==> src/rtl/rstc_pkg.sv <==
package rstc_pkg;
  localparam int N_CAUSE    = 5;
  localparam int CAUSE_POR  = 0;
  localparam int CAUSE_WDOG = 1;
  localparam int CAUSE_LOCK = 2;
  localparam int CAUSE_SOFT = 3;
  localparam int CAUSE_PAD  = 4;
  localparam int N_ONCHIP   = 3;
  localparam logic [N_CAUSE-1:0] CAUSE_RST = N_CAUSE'(1) << CAUSE_POR;
endpackage

==> src/rtl/rstc_sync2.sv <==
module rstc_sync2 #(
  parameter logic RST_VAL = 1'b0
) (
  input  logic clk,
  input  logic arst_n,
  input  logic d,
  output logic q
);
  logic s1_q, s2_q;

  always_ff @(posedge clk or negedge arst_n) begin
    if (!arst_n) begin
      s1_q <= RST_VAL;
      s2_q <= RST_VAL;
    end else begin
      s1_q <= d;
      s2_q <= s1_q;
    end
  end

  assign q = s2_q;
endmodule

==> src/rtl/rstc_stretch.sv <==
module rstc_stretch #(
  parameter int LEN = 320
) (
  input  logic clk,
  input  logic rst_n,
  input  logic trig,
  output logic active
);
  localparam int CW = $clog2(LEN + 1);

  logic [CW-1:0] cnt_q, cnt_d;
  logic          cnt_en;

  always_comb begin
    cnt_en = trig | (cnt_q != '0);
    cnt_d  = trig ? CW'(LEN) : cnt_q - CW'(1);
  end

  always_ff @(posedge clk or negedge rst_n) begin
    if (!rst_n)      cnt_q <= '0;
    else if (cnt_en) cnt_q <= cnt_d;
  end

  assign active = (cnt_q != '0);
endmodule

==> src/rtl/rstc_padfilt.sv <==
module rstc_padfilt #(
  parameter int LEN = 4
) (
  input  logic clk,
  input  logic rst_n,
  input  logic din,
  output logic level,
  output logic fell
);
  localparam int CW = $clog2(LEN + 1);

  logic [CW-1:0] cnt_q, cnt_d;
  logic          lvl_q, lvl_d;

  always_comb begin
    cnt_d = '0;
    lvl_d = lvl_q;
    if (din != lvl_q) begin
      if (cnt_q == CW'(LEN - 1)) lvl_d = din;
      else                       cnt_d = cnt_q + CW'(1);
    end
  end

  always_ff @(posedge clk or negedge rst_n) begin
    if (!rst_n) begin
      cnt_q <= '0;
      lvl_q <= 1'b1;
    end else begin
      cnt_q <= cnt_d;
      lvl_q <= lvl_d;
    end
  end

  assign level = lvl_q;
  assign fell  = lvl_q & ~lvl_d;
endmodule

==> src/rtl/sysrst_combiner.sv <==
module sysrst_combiner
  import rstc_pkg::*;
#(
  parameter int PULSE_CYC = 320,
  parameter int FILT_LEN  = 4
) (
  input  logic               clk,
  input  logic               por_n,
  input  logic               wdog_req,
  input  logic               lockup_req,
  input  logic               dbg_attached,
  input  logic               soft_req,
  input  logic               pad_rst_n,
  input  logic [N_CAUSE-1:0] cause_clr,
  output logic               por_rst_n,
  output logic               sys_rst_n,
  output logic               pin_drv_n,
  output logic [N_CAUSE-1:0] cause
);
  logic                por_sync_n;
  logic [N_ONCHIP-1:0] oc_trig, oc_act;
  logic                pad_sync, pad_lvl, pad_fell;
  logic                req_d, req_q, oc_d, oc_q;
  logic                sys_arst_n;
  logic [N_CAUSE-1:0]  cause_set, cause_d, cause_q;
  logic                cause_en;

  // Power-on reset: asynchronous assert, two-flop release
  rstc_sync2 #(.RST_VAL(1'b0)) u_por_sync (
    .clk(clk), .arst_n(por_n), .d(1'b1), .q(por_sync_n));

  // On-chip requests, lockup masked by debugger presence
  assign oc_trig[CAUSE_WDOG-1] = wdog_req;
  assign oc_trig[CAUSE_LOCK-1] = lockup_req & ~dbg_attached;
  assign oc_trig[CAUSE_SOFT-1] = soft_req;

  for (genvar g = 0; g < N_ONCHIP; g++) begin : g_str
    rstc_stretch #(.LEN(PULSE_CYC)) u_str (
      .clk(clk), .rst_n(por_sync_n), .trig(oc_trig[g]), .active(oc_act[g]));
  end

  // External pad: synchronize, then filter
  rstc_sync2 #(.RST_VAL(1'b1)) u_pad_sync (
    .clk(clk), .arst_n(por_sync_n), .d(pad_rst_n), .q(pad_sync));

  rstc_padfilt #(.LEN(FILT_LEN)) u_pad_filt (
    .clk(clk), .rst_n(por_sync_n), .din(pad_sync), .level(pad_lvl), .fell(pad_fell));

  // Registered request merge
  always_comb begin
    oc_d  = |oc_act;
    req_d = oc_d | ~pad_lvl;
  end

  always_ff @(posedge clk or negedge por_sync_n) begin
    if (!por_sync_n) begin
      req_q <= 1'b0;
      oc_q  <= 1'b1;
    end else begin
      req_q <= req_d;
      oc_q  <= oc_d;
    end
  end

  // System reset: asynchronous assert from registered request, synchronous release
  assign sys_arst_n = por_sync_n & ~req_q;

  rstc_sync2 #(.RST_VAL(1'b0)) u_sys_sync (
    .clk(clk), .arst_n(sys_arst_n), .d(1'b1), .q(sys_rst_n));

  // Sticky cause register (power-on domain)
  always_comb begin
    cause_set                  = '0;
    cause_set[CAUSE_WDOG]      = oc_trig[CAUSE_WDOG-1];
    cause_set[CAUSE_LOCK]      = oc_trig[CAUSE_LOCK-1];
    cause_set[CAUSE_SOFT]      = oc_trig[CAUSE_SOFT-1];
    cause_set[CAUSE_PAD]       = pad_fell;
    cause_en                   = |{cause_set, cause_clr};
    cause_d                    = (cause_q & ~cause_clr) | cause_set;
  end

  always_ff @(posedge clk or negedge por_sync_n) begin
    if (!por_sync_n)   cause_q <= CAUSE_RST;
    else if (cause_en) cause_q <= cause_d;
  end

  assign por_rst_n = por_sync_n;
  assign pin_drv_n = ~oc_q;
  assign cause     = cause_q;
endmodule

==> config.mk <==
export PLATFORM = sky130hd
export DESIGN_NAME = sysrst_combiner
export DESIGN_NICKNAME = d
export VERILOG_FILES = /design/src/rtl/rstc_pkg.sv /design/src/rtl/rstc_sync2.sv /design/src/rtl/rstc_stretch.sv /design/src/rtl/rstc_padfilt.sv /design/src/rtl/sysrst_combiner.sv
export SDC_FILE = /design/constraint.sdc
export NUM_CORES = 1
export LEC_CHECK = 0
export BUFFER_PORTS_ARGS = -buffer_cell sky130_fd_sc_hd__buf_4
export CAP_MARGIN = 20
export CORE_MARGIN = 2
export CORE_UTILIZATION = 45
export DETAILED_ROUTE_END_ITERATION = 6
export PLACE_DENSITY = 0.66
export REMOVE_ABC_BUFFERS = 1
export SYNTH_ARGS = -nofsm -noshare
export SYNTH_HDL_FRONTEND = slang
export SYNTH_SLANG_ARGS = --single-unit
==> constraint.sdc <==
create_clock -name clk -period 2.2 [get_ports clk]
set_input_delay 0.22 -clock clk [delete_from_list [all_inputs] [get_ports clk]]
set_output_delay 0.22 -clock clk [all_outputs]
set_load 0.005 [all_outputs]
==> results.toml <==
[sta]
worst_slew_pin_slew_ns = 0.496
achievable-frequency_ghz = 0.530
period_needed_ns = 1.89
clock_skew_ns = 0.00279
relSlewSlack = 0.666
totalNegativeSetupSlack_ns = 0
setup_viol = 0
rsz0062_at_grt = "false"
final-hold-violation-count = 0
final-max-slew-violation-count = 0
finalCritPeriodShare = 0.858

[floorplanning]
coreArea_um2 = 4380
num_io_pins = 20
die-area_um2 = 5160
fp.dieW_um = 71.8
die_h_um = 71.8
rows = 24
start_util = 0.472

[routing]
wl_per_cell_um = 14.7
first_pass_iters = 5
via_per_inst = 5.84
drc = 0
vias = 1582
ant_nets = 0
drt-total-wl_um = 3980
drt_iter0_markers = 170

[synthesis]
netlist_top_cells_area = "dfrtp_1 47%, dfstp_2 6.3%, a21oi_1 3.1%"
synth_compound_area_frac = 0.151
synth_cell_type_count = 46
synthCells = 194
yosysTopAreaCell = "dfrtp_1"
synth_mux_area_frac = 0.0320
synth_fa_ha_area_frac = 0.0242
ys_ff_latch = 44
ys_async_sr_fraction = 1.00
synthXorXnorAreaFrac = 0.00423
syn_area_um2 = 2070
synth_top_family_by_area = "simple AND/OR/NAND/NOR gates"
ys_seq_area_frac = 0.535
synth_edf_count = 0
synthSimpleGateAreaFrac = 0.217
yosys.area.top_type_share = 0.472
synth.avg_cell_area_um2 = 10.7
ys.flop_type = "dfrtp_1"
yosysWarnings = 0

[setup_path]
path_max_fanout = 5
cp-end-kind = "flop"
cp.arrival_ns = 2.05
r2r_slack_ns = 0.31
r2r_end = "req_q"
start_kind = "flop"
crit_required_ns = 2.36
r2r-start = "g_str[1].u_str.cnt_q[0]"
r2r_cells = 5
critical_path_class = "flop to flop"

[power]
pwr-share-comb = 0.216
power_density_nw_per_um2 = 1020
irDropWorstVdd_mv = 0.624
power.switching_uw = 702
p_total_uw = 2490
sw_frac_of_total = 0.282
power_frac_clock = 0.333
internal_power_uw = 1780
p_leak_uw = 0.00103
p_seq_frac = 0.451

[place]
gp_congestion = 0.887
dp_hpwl_um = 2920
numPortBuffers = 19
dp.cells = 262
placed_area_um2 = 2270

[final_layout]
top_register = "g_str.u_str.cnt_q"
n_antenna_cell = 0
layout.nets = 234
fin_cells = 271
area_growth_pct = 17.8
final_util = 0.556
design_area_um2 = 2440
largest_register_ffs = 27
drive_gt1_frac = 0.219
regArea_um2 = 1110
multi_input_area_um2 = 893
fillCellCount = 393

[global_route]
grt_max_degree = 42
grt_pass1_wl_um = 7150
grt_pass1_vias = 1586
gr-total-overflow = 0
grt.total_usage = 0.179
antenna_found_initial = 0

[min_path]
hold_depth = 1
min_from = "pad_rst_n"
hold_end = "u_pad_sync.s1_q"
hp-class = "input pin to flop"

[cts]
cts.sinks = 44
numCtsBuffers = 5
clock-root-buffer = "clkbuf_8"
cts.htree.levels = 2
cts_tree = "yes"
clk_pin_slew_ns = 0.08
post_cts_resized = 0
worstSkewPairLatency_ns = 0.30
cts.path.max_buffers = 2

[job]
maxCapViolations = 0

[run_status]
run_status = "completed"
-- stage by stage --
stage	hold slack (ns)	setup slack (ns)
2_1_floorplan	-0.0756	0.473
3_3_place_gp	0.00283	0.429
3_5_place_dp	0.00365	0.363
4_1_cts	0.0172	0.317
5_1_grt	0.0000427	0.154
6_report	0.0263	0.312
-- kinds of logic after synthesis --
kind of cell | after synthesis
AND/OR/NAND/NOR | 73
XOR/XNOR | 1
adder cells (fa/ha/maj) | 4
buffers and inverters | 19
multiplexers | 6
other | 1
flip-flops | 44
AO/OA/AOI/OAI | 46
-- layer usage --
| metal | track usage | part of all wire |
|---|---|---|
| met5 | 0 | 0 |
| met4 | 0.0503 | 0.011 |
| met3 | 0.0563 | 0.047 |
| met2 | 0.306 | 0.52 |
| met1 | 0.219 | 0.43 |
-- synth_stat cells (5+ instances only) --
| cell type | instances |
|---|---|
| inv_1 | 14 |
| or4_1 | 6 |
| nor2_1 | 11 |
| dfstp_2 | 5 |
| o31ai_1 | 5 |
| nor3_1 | 7 |
| nand2b_1 | 9 |
| nor2b_1 | 7 |
| nand2_1 | 6 |
| a21oi_1 | 13 |
| dfrtp_1 | 39 |
| mux2_2 | 5 |
| o21ai_0 | 11 |
-- cell type report --
type / instances / area share
multi-input cells: 132 / 0.367
inverters: 14 / 0.0216
flip-flops and latches: 44 / 0.454
clock buffers: 5 / 0.0282
well taps: 52 / 0.0267
repair buffers: 21 / 0.0657
clock inverters: 3 / 0.0370
-- layout by cell type (no fill, tap or decap), types with 2 or more instances in the layout --
cell type,n
conb_1,2
o41ai_1,2
or4_1,6
nor3_1,7
o21ai_0,11
a21o_1,3
or2_2,2
nand3_1,3
nor2_1,11
o311ai_0,2
bufinv_16,3
dfstp_2,5
inv_1,14
dfrtp_1,39
clkbuf_8,5
a2111o_1,2
mux2_2,5
nor2b_1,7
or3_1,4
o31ai_1,5
nor4b_1,2
buf_4,20
o31a_1,2
nor4_1,4
nand2b_1,9
ha_1,4
a21oi_1,13
nand2_1,6
nor3b_1,2
-- worst max-delay path, stage by stage (launching register included) --
cell and delay, ns:
dfrtp_1 0.41, inv_1 0.09, ha_1 0.22, or4b_4 0.51, nor4b_1 0.39, nand4_1 0.14
-- what timing repair did --
item / 4_1_cts / 5_1_grt
buffers inserted: 0 / 0
endpoints found under the hold margin: 2 / 0
hold buffers: 1 / 0
-- power by group through the flow --
stage / sequential, uW / clock [uW] / combinational, uW
after floorplan: 1100 / 0 / 402
after global placement: 1120 / 0 / 503
after detailed placement: 1130 / 0 / 534
after CTS: 1120 / 848 / 539
after global routing: 1150 / 893 / 611
final: 1120 / 829 / 537
-- worst max path at each step --
| stage | from | slack (ns) | endpoint | cells past startpoint |
|---|---|---|---|---|
| CTS | g_str[1].u_str.cnt_q[0] | 0.32 | req_q | 5 |
| global route | g_str[1].u_str.cnt_q[0] | 0.15 | req_q | 5 |
| global placement | g_str[1].u_str.cnt_q[0] | 0.43 | g_str[1].u_str.cnt_q[6] | 5 |
| floorplan | g_str[1].u_str.cnt_q[0] | 0.47 | g_str[1].u_str.cnt_q[6] | 5 |
| detailed placement | g_str[1].u_str.cnt_q[0] | 0.36 | req_q | 5 |
| finish | g_str[1].u_str.cnt_q[0] | 0.31 | req_q | 5 |
Note: power is estimated with default switching activity, not from simulation.
